## src/rtl/ireg_bridge_pkg.sv

```systemverilog
`timescale 1ns/100ps
package ireg_bridge_pkg;
  localparam int HOST_DW      = 64;
  localparam int IREG_AW      = 13;
  localparam int IREG_DW      = 32;
  localparam int CTL_ADDR_LSB = 32;
  localparam int CTL_OP_LSB   = 62;
  localparam int STAT_VLD_BIT = 32;
  localparam int STAT_ERR_BIT = 33;
  localparam int WIN_LSB      = 3;
  localparam int WIN_AW       = 5;

  typedef enum logic [1:0] {
    OP_NONE  = 2'd0,
    OP_READ  = 2'd1,
    OP_WRITE = 2'd2,
    OP_RSVD  = 2'd3
  } ireg_op_e;

  typedef enum logic [1:0] {
    WIN_NONE  = 2'd0,
    WIN_PARAM = 2'd1,
    WIN_CTRL  = 2'd2,
    WIN_STAT  = 2'd3
  } win_sel_e;

  typedef struct packed {
    ireg_op_e             op;
    logic [IREG_AW-1:0]   addr;
    logic [IREG_DW-1:0]   wdata;
  } ireg_cmd_t;
endpackage

```

## src/rtl/ireg_host_regs.sv

```systemverilog
`timescale 1ns/100ps
module ireg_host_regs
  import ireg_bridge_pkg::*;
#(
  parameter int          HOST_AW    = 5,
  parameter bit          LSB_FIRST  = 1'b0,
  parameter int          WORD_BITS  = 32,
  parameter int          NUM_CS     = 1,
  parameter bit          CPOL       = 1'b0,
  parameter bit          CPHA       = 1'b0,
  parameter logic [15:0] PERIPH_ID  = 16'h0A31
) (
  input  logic                host_req_i,
  input  logic                host_we_i,
  input  logic [HOST_AW-1:0]  host_addr_i,
  input  logic [HOST_DW-1:0]  host_wdata_i,
  output logic [HOST_DW-1:0]  host_rdata_o,
  output logic                ctrl_wr_o,
  output ireg_cmd_t           ctrl_cmd_o,
  input  logic                stat_valid_i,
  input  logic                stat_err_i,
  input  logic [IREG_DW-1:0]  stat_rdata_i
);
  localparam logic [HOST_DW-1:0] PARAM_WORD =
      (64'(LSB_FIRST) << 1) |
      (64'(WORD_BITS & 63) << 2) |
      (64'(NUM_CS & 63) << 8) |
      (64'(CPOL) << 14) |
      (64'(CPHA) << 15) |
      (64'(PERIPH_ID) << 32);

  logic     hi_ok;
  win_sel_e sel;

  generate
    if (HOST_AW > WIN_AW) begin : g_wide
      assign hi_ok = ~|host_addr_i[HOST_AW-1:WIN_AW];
    end else begin : g_narrow
      assign hi_ok = 1'b1;
    end
  endgenerate

  assign sel = hi_ok ? win_sel_e'(host_addr_i[WIN_AW-1:WIN_LSB]) : WIN_NONE;

  always_comb begin
    host_rdata_o = '0;
    case (sel)
      WIN_PARAM: host_rdata_o = PARAM_WORD;
      WIN_STAT: begin
        host_rdata_o[IREG_DW-1:0]  = stat_rdata_i;
        host_rdata_o[STAT_VLD_BIT] = stat_valid_i;
        host_rdata_o[STAT_ERR_BIT] = stat_err_i;
      end
      default: host_rdata_o = '0;
    endcase
  end

  assign ctrl_wr_o        = host_req_i & host_we_i & (sel == WIN_CTRL);
  assign ctrl_cmd_o.op    = ireg_op_e'(host_wdata_i[HOST_DW-1:CTL_OP_LSB]);
  assign ctrl_cmd_o.addr  = host_wdata_i[CTL_ADDR_LSB+IREG_AW-1:CTL_ADDR_LSB];
  assign ctrl_cmd_o.wdata = host_wdata_i[IREG_DW-1:0];

  logic unused_bits;
  assign unused_bits = ^{host_wdata_i[CTL_OP_LSB-1:CTL_ADDR_LSB+IREG_AW],
                         host_addr_i[WIN_LSB-1:0]};
endmodule

```

## src/rtl/ireg_cmd_seq.sv

```systemverilog
`timescale 1ns/100ps
module ireg_cmd_seq
  import ireg_bridge_pkg::*;
(
  input  logic               clk_i,
  input  logic               rst_ni,
  input  logic               ctrl_wr_i,
  input  ireg_cmd_t          ctrl_cmd_i,
  input  logic               busy_i,
  input  logic               done_i,
  input  logic [IREG_DW-1:0] done_rdata_i,
  output logic               launch_o,
  output logic               valid_o,
  output logic               err_o,
  output logic [IREG_DW-1:0] rdata_o
);
  logic               accept;
  logic               bus_op;
  logic               valid_q, err_q, rd_pend_q;
  logic [IREG_DW-1:0] rdata_q;

  assign accept   = ctrl_wr_i & ~busy_i;
  assign bus_op   = (ctrl_cmd_i.op == OP_READ) || (ctrl_cmd_i.op == OP_WRITE);
  assign launch_o = accept & bus_op;

  always_ff @(posedge clk_i or negedge rst_ni) begin
    if (!rst_ni) begin
      valid_q   <= 1'b0;
      err_q     <= 1'b0;
      rd_pend_q <= 1'b0;
      rdata_q   <= '0;
    end else begin
      if (ctrl_wr_i && busy_i) err_q <= 1'b1;
      if (accept) valid_q <= ~bus_op;
      if (launch_o) rd_pend_q <= (ctrl_cmd_i.op == OP_READ);
      if (done_i) begin
        valid_q <= 1'b1;
        if (rd_pend_q) rdata_q <= done_rdata_i;
      end
    end
  end

  assign valid_o = valid_q;
  assign err_o   = err_q;
  assign rdata_o = rdata_q;

  // completion flag never shows while an access is outstanding
  assert_valid_low_busy_R5: assert property (@(posedge clk_i) disable iff (!rst_ni)
    busy_i |-> !valid_q) else $error("valid set while busy");

  // read data only moves on a completion
  assert_rdata_hold_R5: assert property (@(posedge clk_i) disable iff (!rst_ni)
    !done_i |=> $stable(rdata_q)) else $error("read data moved without ack");

  // error flag is sticky
  assert_err_sticky_R8: assert property (@(posedge clk_i) disable iff (!rst_ni)
    err_q |=> err_q) else $error("error flag dropped");
endmodule

```

## src/rtl/ireg_bus_master.sv

```systemverilog
`timescale 1ns/100ps
module ireg_bus_master
  import ireg_bridge_pkg::*;
(
  input  logic               clk_i,
  input  logic               rst_ni,
  input  logic               launch_i,
  input  ireg_cmd_t          cmd_i,
  output logic               busy_o,
  output logic               done_o,
  output logic [IREG_DW-1:0] done_rdata_o,
  output logic               ibus_req_o,
  output logic               ibus_we_o,
  output logic [IREG_AW-1:0] ibus_addr_o,
  output logic [IREG_DW-1:0] ibus_wdata_o,
  input  logic               ibus_ack_i,
  input  logic [IREG_DW-1:0] ibus_rdata_i
);
  logic               req_q, we_q, busy_q;
  logic [IREG_AW-1:0] addr_q;
  logic [IREG_DW-1:0] wdata_q;

  // ack counts from the request cycle on
  assign done_o       = busy_q & ibus_ack_i;
  assign done_rdata_o = ibus_rdata_i;

  always_ff @(posedge clk_i or negedge rst_ni) begin
    if (!rst_ni) begin
      req_q   <= 1'b0;
      we_q    <= 1'b0;
      busy_q  <= 1'b0;
      addr_q  <= '0;
      wdata_q <= '0;
    end else begin
      req_q <= launch_i;
      if (done_o) busy_q <= 1'b0;
      if (launch_i) begin
        busy_q  <= 1'b1;
        we_q    <= (cmd_i.op == OP_WRITE);
        addr_q  <= cmd_i.addr;
        wdata_q <= cmd_i.wdata;
      end
    end
  end

  assign busy_o       = busy_q;
  assign ibus_req_o   = req_q;
  assign ibus_we_o    = we_q;
  assign ibus_addr_o  = addr_q;
  assign ibus_wdata_o = wdata_q;

  // request is a single-cycle pulse
  assert_req_pulse_R3: assert property (@(posedge clk_i) disable iff (!rst_ni)
    ibus_req_o |=> !ibus_req_o) else $error("request longer than one cycle");
endmodule

```

## src/rtl/ireg_bridge.sv

```systemverilog
`timescale 1ns/100ps
module ireg_bridge
  import ireg_bridge_pkg::*;
#(
  parameter int          HOST_AW   = 5,
  parameter bit          LSB_FIRST = 1'b0,
  parameter int          WORD_BITS = 32,
  parameter int          NUM_CS    = 1,
  parameter bit          CPOL      = 1'b0,
  parameter bit          CPHA      = 1'b0,
  parameter logic [15:0] PERIPH_ID = 16'h0A31
) (
  input  logic               clk_i,
  input  logic               rst_ni,
  input  logic               host_req_i,
  input  logic               host_we_i,
  input  logic [HOST_AW-1:0] host_addr_i,
  input  logic [63:0]        host_wdata_i,
  output logic [63:0]        host_rdata_o,
  output logic               ibus_req_o,
  output logic               ibus_we_o,
  output logic [12:0]        ibus_addr_o,
  output logic [31:0]        ibus_wdata_o,
  input  logic               ibus_ack_i,
  input  logic [31:0]        ibus_rdata_i
);
  logic               ctrl_wr, launch, busy, done;
  logic               stat_valid, stat_err;
  logic [IREG_DW-1:0] stat_rdata, done_rdata;
  ireg_cmd_t          ctrl_cmd;

  ireg_host_regs #(
    .HOST_AW(HOST_AW), .LSB_FIRST(LSB_FIRST), .WORD_BITS(WORD_BITS),
    .NUM_CS(NUM_CS), .CPOL(CPOL), .CPHA(CPHA), .PERIPH_ID(PERIPH_ID)
  ) u_regs (
    .host_req_i  (host_req_i),
    .host_we_i   (host_we_i),
    .host_addr_i (host_addr_i),
    .host_wdata_i(host_wdata_i),
    .host_rdata_o(host_rdata_o),
    .ctrl_wr_o   (ctrl_wr),
    .ctrl_cmd_o  (ctrl_cmd),
    .stat_valid_i(stat_valid),
    .stat_err_i  (stat_err),
    .stat_rdata_i(stat_rdata)
  );

  ireg_cmd_seq u_seq (
    .clk_i       (clk_i),
    .rst_ni      (rst_ni),
    .ctrl_wr_i   (ctrl_wr),
    .ctrl_cmd_i  (ctrl_cmd),
    .busy_i      (busy),
    .done_i      (done),
    .done_rdata_i(done_rdata),
    .launch_o    (launch),
    .valid_o     (stat_valid),
    .err_o       (stat_err),
    .rdata_o     (stat_rdata)
  );

  ireg_bus_master u_mst (
    .clk_i       (clk_i),
    .rst_ni      (rst_ni),
    .launch_i    (launch),
    .cmd_i       (ctrl_cmd),
    .busy_o      (busy),
    .done_o      (done),
    .done_rdata_o(done_rdata),
    .ibus_req_o  (ibus_req_o),
    .ibus_we_o   (ibus_we_o),
    .ibus_addr_o (ibus_addr_o),
    .ibus_wdata_o(ibus_wdata_o),
    .ibus_ack_i  (ibus_ack_i),
    .ibus_rdata_i(ibus_rdata_i)
  );

  // local opcodes complete at once with no bus traffic
  assert_local_done_R6: assert property (@(posedge clk_i) disable iff (!rst_ni)
    (ctrl_wr && !busy && (ctrl_cmd.op == OP_NONE || ctrl_cmd.op == OP_RSVD))
      |=> (stat_valid && !ibus_req_o)) else $error("local opcode misbehaved");

  // a command that collides with an outstanding one issues nothing
  assert_busy_no_issue_R8: assert property (@(posedge clk_i) disable iff (!rst_ni)
    (ctrl_wr && busy) |=> !ibus_req_o) else $error("request issued while busy");
endmodule

```

## config.mk

```make
export PLATFORM = sky130hd
export DESIGN_NAME = ireg_bridge
export DESIGN_NICKNAME = d
export VERILOG_FILES = /design/src/rtl/ireg_bridge_pkg.sv /design/src/rtl/ireg_host_regs.sv /design/src/rtl/ireg_cmd_seq.sv /design/src/rtl/ireg_bus_master.sv /design/src/rtl/ireg_bridge.sv
export SDC_FILE = /design/constraint.sdc
export NUM_CORES = 1
export LEC_CHECK = 0
export BUFFER_PORTS_ARGS = -buffer_cell sky130_fd_sc_hd__buf_2
export CORE_ASPECT_RATIO = 1.5
export CORE_UTILIZATION = 42
export DETAILED_ROUTE_END_ITERATION = 10
export GPL_TIMING_DRIVEN = 0
export PLACE_DENSITY_LB_ADDON = 0.05
export SLEW_MARGIN = 20
export SYNTH_ARGS = -nofsm -noshare
export SYNTH_HDL_FRONTEND = slang
export SYNTH_SLANG_ARGS = --single-unit
```

## constraint.sdc

```tcl
create_clock -name clk_i -period 1.9 [get_ports clk_i]
set_input_delay 0.19 -clock clk_i [delete_from_list [all_inputs] [get_ports clk_i]]
set_output_delay 0.19 -clock clk_i [all_outputs]
set_load 0.02 [all_outputs]
```

==> results of run 1 <==
## synthesized netlist by cell type
master and n:
sky130_fd_sc_hd__a21boi_0 3, sky130_fd_sc_hd__a21oi_1 1, sky130_fd_sc_hd__and2_1 1, sky130_fd_sc_hd__and2b_1 1
sky130_fd_sc_hd__and3_1 31, sky130_fd_sc_hd__buf_1 2, sky130_fd_sc_hd__buf_12 4, sky130_fd_sc_hd__buf_4 29
sky130_fd_sc_hd__buf_6 1, sky130_fd_sc_hd__buf_8 1, sky130_fd_sc_hd__clkbuf_1 7, sky130_fd_sc_hd__conb_1 1
sky130_fd_sc_hd__dfrtp_1 83, sky130_fd_sc_hd__ha_1 2, sky130_fd_sc_hd__inv_1 7, sky130_fd_sc_hd__mux2_2 32
sky130_fd_sc_hd__mux2_4 47, sky130_fd_sc_hd__nand3_1 1, sky130_fd_sc_hd__nand4b_1 1, sky130_fd_sc_hd__o21ai_0 2
sky130_fd_sc_hd__o21bai_1 1, sky130_fd_sc_hd__or3_1 1
## power by group through the flow
| stage | clock, mW | combinational [mW] | sequential [mW] |
|---|---|---|---|
| after floorplan | 0 | 0.711 | 2.72 |
| after global placement | 0 | 1.58 | 2.38 |
| after detailed placement | 0 | 1.61 | 2.38 |
| after CTS | 2.05 | 1.61 | 2.37 |
| after global routing | 2.13 | 1.69 | 2.41 |
| final | 1.99 | 1.59 | 2.36 |
## worst max-delay path, cell delays in order (launching register included)
cell and delay (ps):
sky130_fd_sc_hd__dfrtp_1 410, sky130_fd_sc_hd__nand3_1 220, sky130_fd_sc_hd__buf_1 480, sky130_fd_sc_hd__mux2_2 410
## layer usage
metal | GRT usage | up-vias
met5 | 0 | -
met2 | 0.2938 | 113
met4 | 0.07813 | 0
met3 | 0.05134 | 13
li1 | - | 1253
met1 | 0.2045 | 1219
## cell families after synthesis
| kind of cell | count (synthesis) | share of synthesized area |
|---|---|---|
| muxes | 79 | 0.2784 |
| and+or+nand+nor | 36 | 0.05948 |
| buffers and inverters | 51 | 0.1003 |
| adders and majority gates | 2 | 0.006535 |
| AOI/OAI and AO/OA | 7 | 0.01176 |
| DFF | 83 | 0.5425 |
| other | 1 | 0.0009795 |
## flip-flops by register name, indices dropped and copies added (netlist names)
signal and flops:
u_mst.ibus_we_o 1, u_seq.rdata_o 32, u_seq.err_o 1, u_seq.valid_o 1, u_mst.ibus_req_o 1, u_seq.rd_pend_q 1
u_mst.busy_o 1, u_mst.ibus_wdata_o 32, u_mst.ibus_addr_o 13
## layout make-up
class,count,area (um^2)
Buffer,44,357.8
Clock buffer,11,242.7
Clock inverter,5,100.1
Fill cell,750,3535
Inverter,7,26.28
Multi-Input combinational cell,150,1461
Sequential cell,83,2077
Tap cell,110,137.6
Timing Repair Buffer,172,890.9
## path summary, 6_finish.rpt
path | start | end | cells after the start
hold reg to reg | u_seq.err_o$_DFFE_PN0P_ | u_seq.err_o$_DFFE_PN0P_ | 1
setup / recovery | u_mst.busy_o$_DFFE_PN0P_ | u_seq.rdata_o[7]$_DFFE_PN0P_ | 3
setup reg to reg | u_mst.busy_o$_DFFE_PN0P_ | u_seq.rdata_o[7]$_DFFE_PN0P_ | 3
min in group asynchronous | rst_ni | u_seq.rdata_o[2]$_DFFE_PN0P_ | 2
hold / removal | host_wdata_i[24] | u_mst.ibus_wdata_o[24]$_DFFE_PN0P_ | 2
max in group asynchronous | rst_ni | u_mst.ibus_addr_o[12]$_DFFE_PN0P_ | 3
## repair_timing
| action | 4_1_cts | 5_1_grt |
|---|---|---|
| setup buffers | 0 | 0 |
| hold endpoints to repair | 36 | 0 |
| hold buffers | 1 | 0 |
## metrics by stage
step,util,setup slack (ps),power (mW)
2_1_floorplan,-,366.0,3.432
3_3_place_gp,0.5563,-59.35,3.954
3_5_place_dp,0.5597,187.8,3.986
4_1_cts,0.5996,243.7,6.026
5_1_grt,0.5996,155.7,6.236
6_report,0.5996,270.8,5.939
==> results.toml, run 1 <==
[pwr]
power_leakage_nw = 3.201
internal_power_mw = 4.277
power.share.combinational = 0.267
ir_worst_vdd_uv = 693.0
power_frac_clock = 0.335
switching_share = 0.2798
total_switching_power_mw = 1.662
pwr-share-seq = 0.398
powerDensity_mw_per_mm2 = 1122

[place]
placed_cells = 565
routability_driven_placement_congestion_ratio = 0.7039
detailed_place_hpwl_um = 5859
placement.io_buffers = 170
placed_cell_area_mm2 = 0.004941

[floorplanning]
die_height_um = 118.9
placement_rows = 42
design.portCount = 217
coreArea_mm2 = 0.008828
floorplan.die.width_um = 79.96
die_area_mm2 = 0.009509
initial_utilization = 0.4337

[synthesis]
mappedNetlistArea_mm2 = 0.003829
fraction_of_the_yosys_area_taken_by_sequential_cells = 0.5425
synth.yosys.warnings = 0
synth.top_cells.by_area = "sky130_fd_sc_hd__dfrtp_1 (54%), sky130_fd_sc_hd__mux2_4 (18%), sky130_fd_sc_hd__mux2_2 (9.4%), sky130_fd_sc_hd__buf_4 (5.7%), sky130_fd_sc_hd__and3_1 (5.1%)"
synth.largest_area_cell = "sky130_fd_sc_hd__dfrtp_1"
syn-instance-count = 259
yosys_register_bits = 83
synthDistinctLibCells = 22
syn_avg_cell_area_um2 = 14.78
synth_top_area_frac = 0.5425

[clock_tree]
cts.path.max_buffers = 2
numClockSinks = 83
insertion_delay_ps = 330
cts.reportedPaths.clkPinSlew_ps = 60
number_of_h_tree_branching_levels = 3
cts_made_buffers = 9
cts_resized = 0
ctsRootBufferMaster = "sky130_fd_sc_hd__clkbuf_16"
clock_tree_from_tritoncts = "done"

[grt]
grt_pass1_wl_um = 12520
largest_net_degree_at_the_start_of_global_routing = 48
global_route.overflow_total = 0
grt_antenna_before_repair = 0
first_global_vias = 2655
global_route.usage.total = 0.1755

[worst_setup_path]
crit_path_end_kind = "flip-flop"
worst-r2r-setup-slack_ps = 270
worst_ep_required_time_ps = 2110
worst-endpoint-arrival_ps = 1840
crit_path_start_kind = "flip-flop"
cp_max_fo = 10
worstSetupPathType = "flip-flop to flip-flop"

[layout]
post-route-cell-area_mm2 = 0.005294
design.final.nets = 575
flow.area_growth_from_synthesis_pct = 38.27
layout.cells.most_common = "sky130_fd_sc_hd__buf_2"
post_route_cells_drive_above_1_share = 0.6356
stdcell_count = 582
antenna_cells_inserted = 0
top_library_cells_by_usage_in_the_layout_fill_and_taps_aside = "sky130_fd_sc_hd__buf_2 (169), sky130_fd_sc_hd__dfrtp_1 (83), sky130_fd_sc_hd__mux2_4 (47)"

[job]
cap_viol_max_count = 0

[sta]
hold_ws_ps = 85.86
post-route-min-period_ps = 1629
fin_tns_setup_ps = 0
timing.max_slew.rel_slack = 0.6276
fin_skew_ps = 5.142
post-route-period-util = 0.8575
final_hold_violations = 0
unrepaired_setup_endpoints_after_global_routing = "no"
worst_slew_pin_slew_ps = 558.7
timing.final.max_slew_violations = 0
max_clock_freq_mhz = 613.8
setup_viol = 0

[drt]
detailroute.wirelength.met2_um = 4005
via_per_inst = 4.464
drc = 0
detail_route.first_pass.iterations = 3
route.met3.wl_um = 585
detail_route.wl_per_cell_um = 13.55
highest_layer = "met4"
vias = 2598
detail_route.wirelength_um = 7886
drt_iter0_markers = 79
met1_length_um = 3134
route.antenna.remaining_nets = 0

[status]
status = "completed"

[hold_path]
hp-class = "primary input to flip-flop"
(Power assumes the default switching activity.)
==> inputs of run 2 (changes only) <==
--- a/config.mk
+++ b/config.mk
@@ -5,6 +5,7 @@
 export SDC_FILE = /design/constraint.sdc
 export NUM_CORES = 1
 export LEC_CHECK = 0
+export ABC_AREA = 1
 export BUFFER_PORTS_ARGS = -buffer_cell sky130_fd_sc_hd__buf_2
 export CORE_ASPECT_RATIO = 1.5
 export CORE_UTILIZATION = 42
==> run 2 against run 1 <==
Effect of this change: routed wire length up 18%; synthesized area down 1.6%; critical path type unchanged; global-route usage up 2.9 points; critical endpoint is now u_seq.rdata_o[3]$_DFFE_PN0P_; highest routed layer unchanged.
==> results.toml, run 2 <==
[clock_tree]
number_of_h_tree_branching_levels = 3
ctsRootBufferMaster = "sky130_fd_sc_hd__clkbuf_16"
numClockSinks = 83
cts.reportedPaths.clkPinSlew_ps = 60
clock_tree_from_tritoncts = "done"
insertion_delay_ps = 340
post_cts_buffers = 0
cts_resized = 0
cts_made_buffers = 9
cts.path.max_buffers = 2

[drt]
met1_length_um = 3869
vias = 3476
drt_iter0_markers = 130
route.antenna.remaining_nets = 0
highest_layer = "met4"
detail_route.wirelength_um = 9291
via_per_inst = 4.526
drc = 0
detail_route.wl_per_cell_um = 12.10
route.met3.wl_um = 587
detailroute.wirelength.met2_um = 4603
detail_route.first_pass.iterations = 6

[layout]
top_library_cells_by_usage_in_the_layout_fill_and_taps_aside = "sky130_fd_sc_hd__buf_2 (175), sky130_fd_sc_hd__nand2_1 (109), sky130_fd_sc_hd__dfrtp_1 (83)"
fill_cells = 884
post-route-cell-area_mm2 = 0.005233
flow.area_growth_from_synthesis_pct = 38.89
design.final.nets = 761
post_route_cells_drive_above_1_share = 0.3480
stdcell_count = 768
antenna_cells_inserted = 0
layout.cells.most_common = "sky130_fd_sc_hd__buf_2"

[place]
placed_cells = 751
placed_cell_area_mm2 = 0.004880
placement.io_buffers = 170
routability_driven_placement_congestion_ratio = 0.7522
detailed_place_hpwl_um = 6983
pre_cts_slack_ps = 257.4

[floorplanning]
die_height_um = 118.0
placement_rows = 42
initial_utilization = 0.4293
die_area_mm2 = 0.009361
design.portCount = 217
coreArea_mm2 = 0.008776
floorplan.die.width_um = 79.33

[worst_setup_path]
slowest_stage = "sky130_fd_sc_hd__clkbuf_1"
crit_buf_inv = 1
worst-endpoint-arrival_ps = 1700
crit-reg2reg-launch = "u_mst.busy_o$_DFFE_PN0P_"
worstSetupPathType = "flip-flop to flip-flop"
timing.critical_path.max_delay_family = "simple AND/OR/NAND/NOR gates"
worst-r2r-setup-slack_ps = 450
crit_path_end_kind = "flip-flop"
critical_path.reg2reg.endpoint = "u_seq.rdata_o[3]$_DFFE_PN0P_"
crit_path_start_kind = "flip-flop"
max_stage_delay_ps = 410
worst_ep_required_time_ps = 2150
cp_max_fo = 10
crit_path_cell_trace = "nand3_1 -> clkbuf_1 -> nor2_1 -> a21oi_1"
r2r.worst_path.cells = 4

[sta]
max_clock_freq_mhz = 690.1
final_hold_violations = 0
unrepaired_setup_endpoints_after_global_routing = "no"
post-route-period-util = 0.7627
setup_viol = 0
fin_skew_ps = 5.781
hold_ws_ps = 92.86
post-route-min-period_ps = 1449
final_critical_path_setup_slack_ps = 450.8
timing.final.max_slew_violations = 0

[grt]
grt_antenna_before_repair = 0
global_route.usage.total = 0.2043
grt_pass1_wl_um = 14700
global_route.overflow_total = 0
largest_net_degree_at_the_start_of_global_routing = 54
first_global_vias = 3169

[hold_path]
holdCritStartpoint = "ibus_ack_i"
hold_end = "u_mst.busy_o$_DFFE_PN0P_"
holdPathStages = 2
hp-class = "primary input to flip-flop"

[synthesis]
synth_edf_count = 0
synth_top_cells_by_count = "sky130_fd_sc_hd__nand2_1 (109), sky130_fd_sc_hd__dfrtp_1 (83), sky130_fd_sc_hd__nor2_1 (63), sky130_fd_sc_hd__nand4_1 (47), sky130_fd_sc_hd__inv_1 (40)"
synth_top_area_frac = 0.5513
yosys_most_used_dff = "sky130_fd_sc_hd__dfrtp_1"
fraction_of_the_yosys_area_taken_by_sequential_cells = 0.5513
fraction_of_registers_with_async_set_reset = 1.000
synthMostInstantiatedCell = "sky130_fd_sc_hd__nand2_1"
mappedNetlistArea_mm2 = 0.003767
synth.top_cells.by_area = "sky130_fd_sc_hd__dfrtp_1 (55%), sky130_fd_sc_hd__nand2_1 (11%), sky130_fd_sc_hd__nand4_1 (7.8%), sky130_fd_sc_hd__buf_4 (6.6%), sky130_fd_sc_hd__nor2_1 (6.3%)"
synth.yosys.warnings = 0
synthDistinctLibCells = 18
synth.largest_area_cell = "sky130_fd_sc_hd__dfrtp_1"
yosys_register_bits = 83
syn_avg_cell_area_um2 = 8.466
syn-instance-count = 445

[pwr]
ir_worst_vdd_uv = 612.3
power_leakage_nw = 3.189
powerDensity_mw_per_mm2 = 1087
power_mw = 5.689

[job]
cap_viol_max_count = 0

[status]
status = "completed"
## run 2: what timing repair did
action / in CTS / in global routing
hold buffers: 1 / 0
setup endpoints to repair: 0 / 0
hold endpoints to repair: 30 / 0
## run 2: final cells by class
cell class                      instances  area [um^2]  share of cell area
Buffer                                 58        356.6             0.06815
Clock buffer                           11        242.7             0.04639
Clock inverter                          5        100.1             0.01913
Inverter                               41        153.9             0.02941
Multi-Input combinational cell        288         1274              0.2434
Sequential cell                        83         2077              0.3969
Tap cell                              110        137.6             0.02630
Timing Repair Buffer                  172        890.9              0.1703
## run 2: worst max path at each step
stage,startpoint,end,slack (ps),cells after the start
final,u_mst.busy_o$_DFFE_PN0P_,u_seq.rdata_o[3]$_DFFE_PN0P_,450,4
after detailed placement,host_wdata_i[62],u_mst.ibus_wdata_o[20]$_DFFE_PN0P_,260,8
after global routing,u_mst.busy_o$_DFFE_PN0P_,u_seq.rdata_o[3]$_DFFE_PN0P_,310,4
after CTS,u_mst.busy_o$_DFFE_PN0P_,u_seq.rdata_o[3]$_DFFE_PN0P_,430,4
after global placement,rst_ni,u_mst.ibus_wdata_o[16]$_DFFE_PN0P_,-70,1
after floorplan,host_wdata_i[62],u_mst.ibus_wdata_o[11]$_DFFE_PN0P_,600,7
## run 2: cell families after synthesis
family | Yosys count | share of synthesized area
simple gates | 224 | 0.2577
flops | 83 | 0.5513
buf+inv | 99 | 0.1355
fa+ha+maj | 2 | 0.006641
other cells | 1 | 0.0009954
compound gates | 36 | 0.04782
## run 2: metal layers
metal	up-vias	GRT usage
li1	1770	-
met1	1560	0.2378
met2	130	0.3438
met3	16	0.05271
met4	0	0.09773
met5	-	0
## run 2: per-stage QoR
step,setup TNS (ps),utilization
2_1_floorplan,0,-
3_3_place_gp,-5417,0.5526
3_5_place_dp,0,0.5560
4_1_cts,0,0.5962
5_1_grt,0,0.5962
6_report,0,0.5962
## run 2: power by group
| part | switching, mW | leakage [nW] | internal [mW] | total (mW) |
|---|---|---|---|---|
| logic | 0.931 | 2.07 | 0.492 | 1.42 |
| clock network | 0.679 | 0.169 | 1.32 | 1.99 |
| registers | 0.154 | 0.950 | 2.12 | 2.27 |
==> inputs of run 3 (changes only) <==
==> constraint.sdc (replaced) <==
create_clock -name clk_i -period 1.5 [get_ports clk_i]
set_input_delay 0.15 -clock clk_i [delete_from_list [all_inputs] [get_ports clk_i]]
set_output_delay 0.15 -clock clk_i [all_outputs]
set_load 0.02 [all_outputs]
==> run 3 against run 2 <==
Effect of this change: hold slack worse by 40 ps; critical endpoint is now u_seq.rdata_o[28]$_DFFE_PN0P_; largest power group unchanged; critical path type unchanged; power up 27%; register-to-register slack worse by 340 ps.
==> results.toml, run 3 (synthesis gave the netlist of run 2 again) <==
[pwr]
ir_worst_vdd_uv = 775.7
power_leakage_nw = 3.202
powerDensity_mw_per_mm2 = 1375

[floorplanning]
placement_rows = 42
die_area_mm2 = 0.009361
die_height_um = 118.0
design.portCount = 217
coreArea_mm2 = 0.008776
initial_utilization = 0.4293
floorplan.die.width_um = 79.33

[sta]
unrepaired_setup_endpoints_after_global_routing = "no"
setup_viol = 0
timing.final.max_slew_violations = 0
final_hold_violations = 0
final_critical_path_setup_slack_ps = 112.5
fin_tns_setup_ps = 0
fin_skew_ps = 5.740
post-route-period-util = 0.9250
max_clock_freq_mhz = 720.7
post-route-min-period_ps = 1387

[worst_setup_path]
cp_max_fo = 10
max_stage_delay_ps = 400
crit_path_cell_trace = "nand3_1 -> clkbuf_1 -> a21oi_1"
worstSetupPathType = "flip-flop to flip-flop"
worst_ep_required_time_ps = 1700
crit_path_start_kind = "flip-flop"
slowest_stage = "sky130_fd_sc_hd__dfrtp_1"
timing.critical_path.max_delay_family = "flip-flops"
crit_path_end_kind = "flip-flop"
worst-endpoint-arrival_ps = 1590
crit_buf_inv = 1

[grt]
first_global_vias = 3169
global_route.overflow_total = 0
global_route.usage.total = 0.2043
largest_net_degree_at_the_start_of_global_routing = 54
grt_pass1_wl_um = 14700
grt_antenna_before_repair = 0

[hold_path]
hp-class = "primary input to flip-flop"

[clock_tree]
numClockSinks = 83
cts.path.max_buffers = 2
number_of_h_tree_branching_levels = 3
insertion_delay_ps = 340
cts.reportedPaths.clkPinSlew_ps = 60
clock_tree_from_tritoncts = "done"
cts_made_buffers = 9
post_cts_buffers = 0
ctsRootBufferMaster = "sky130_fd_sc_hd__clkbuf_16"

[drt]
route.antenna.remaining_nets = 0
detail_route.wl_per_cell_um = 12.08
detail_route.first_pass.iterations = 4
detail_route.wirelength_um = 9277
via_per_inst = 4.533
drc = 0
vias = 3481
drt_iter0_markers = 126

[layout]
post_route_cells_drive_above_1_share = 0.3556
layout.cells.most_common = "sky130_fd_sc_hd__buf_2"
antenna_cells_inserted = 0
stdcell_count = 768
top_library_cells_by_usage_in_the_layout_fill_and_taps_aside = "sky130_fd_sc_hd__buf_2 (175), sky130_fd_sc_hd__nand2_1 (109), sky130_fd_sc_hd__dfrtp_1 (83)"
design.final.nets = 761
flow.area_growth_from_synthesis_pct = 39.06

[status]
status = "completed"

[place]
placed_cells = 751
pre_cts_slack_ps = -102.6
routability_driven_placement_congestion_ratio = 0.7522
detailed_place_hpwl_um = 6983
placement.io_buffers = 170

[job]
cap_viol_max_count = 0
[run 3: cell types whose count changed in the layout (fill, tap and decap cells not counted)]
| cell | change |
|---|---|
| sky130_fd_sc_hd__clkbuf_1 | -5 |
| sky130_fd_sc_hd__clkbuf_2 | +5 |
[run 3: power breakdown]
| group | internal [mW] | switching [mW] |
|---|---|---|
| Combinational | 0.624 | 1.18 |
| Sequential | 2.68 | 0.196 |
| Clock | 1.67 | 0.860 |
[run 3: final timing paths]
| kind | start | endpoint | slack (ps) | cells past startpoint |
|---|---|---|---|---|
| max | u_mst.busy_o$_DFFE_PN0P_ | u_seq.rdata_o[28]$_DFFE_PN0P_ | 110 | 3 |
| min | ibus_ack_i | u_mst.busy_o$_DFFE_PN0P_ | 50 | 2 |
| max reg2reg | u_mst.busy_o$_DFFE_PN0P_ | u_seq.rdata_o[28]$_DFFE_PN0P_ | 110 | 3 |
| min reg2reg | u_mst.ibus_addr_o[4]$_DFFE_PN0P_ | u_mst.ibus_addr_o[4]$_DFFE_PN0P_ | 460 | 2 |
| max in group asynchronous | rst_ni | u_mst.busy_o$_DFFE_PN0P_ | 600 | 3 |
| min in group asynchronous | rst_ni | u_seq.rdata_o[0]$_DFFE_PN0P_ | 300 | 2 |
[run 3: timing repair]
action                     in CTS  in global routing
hold endpoints to repair       30                  0
setup endpoints to repair       0                 29
gates resized for setup         0                 10
hold buffers                    1                  0
[run 3: cell type report]
class	instances	area (um^2)
buffer	58	362.8
clock buffer	11	242.7
clock inverter	5	100.1
fill	883	3537
inverter	41	153.9
multi-input combinational	288	1274
sequential	83	2077
tap	110	137.6
timing repair buffer	172	890.9
[run 3: stage by stage]
step	cell area, um^2	power [mW]	hold WS, ps	utilization
finish	5239	7.205	52.81	0.5969
global route	5239	7.563	50.27	0.5969
CTS	5233	7.283	49.10	0.5962
detailed placement	4880	4.736	118.1	0.5560
global placement	4850	4.696	397.4	0.5526
floorplan	3861	4.015	-145.6	-
[run 3: metal layers]
| layer | track usage | up-vias | part of all wire |
|---|---|---|---|
| li1 | - | 1772 | - |
| met1 | 0.2378 | 1566 | 0.41 |
| met2 | 0.3438 | 127 | 0.50 |
| met3 | 0.05271 | 16 | 0.064 |
| met4 | 0.09773 | 0 | 0.025 |
| met5 | 0 | - | 0 |
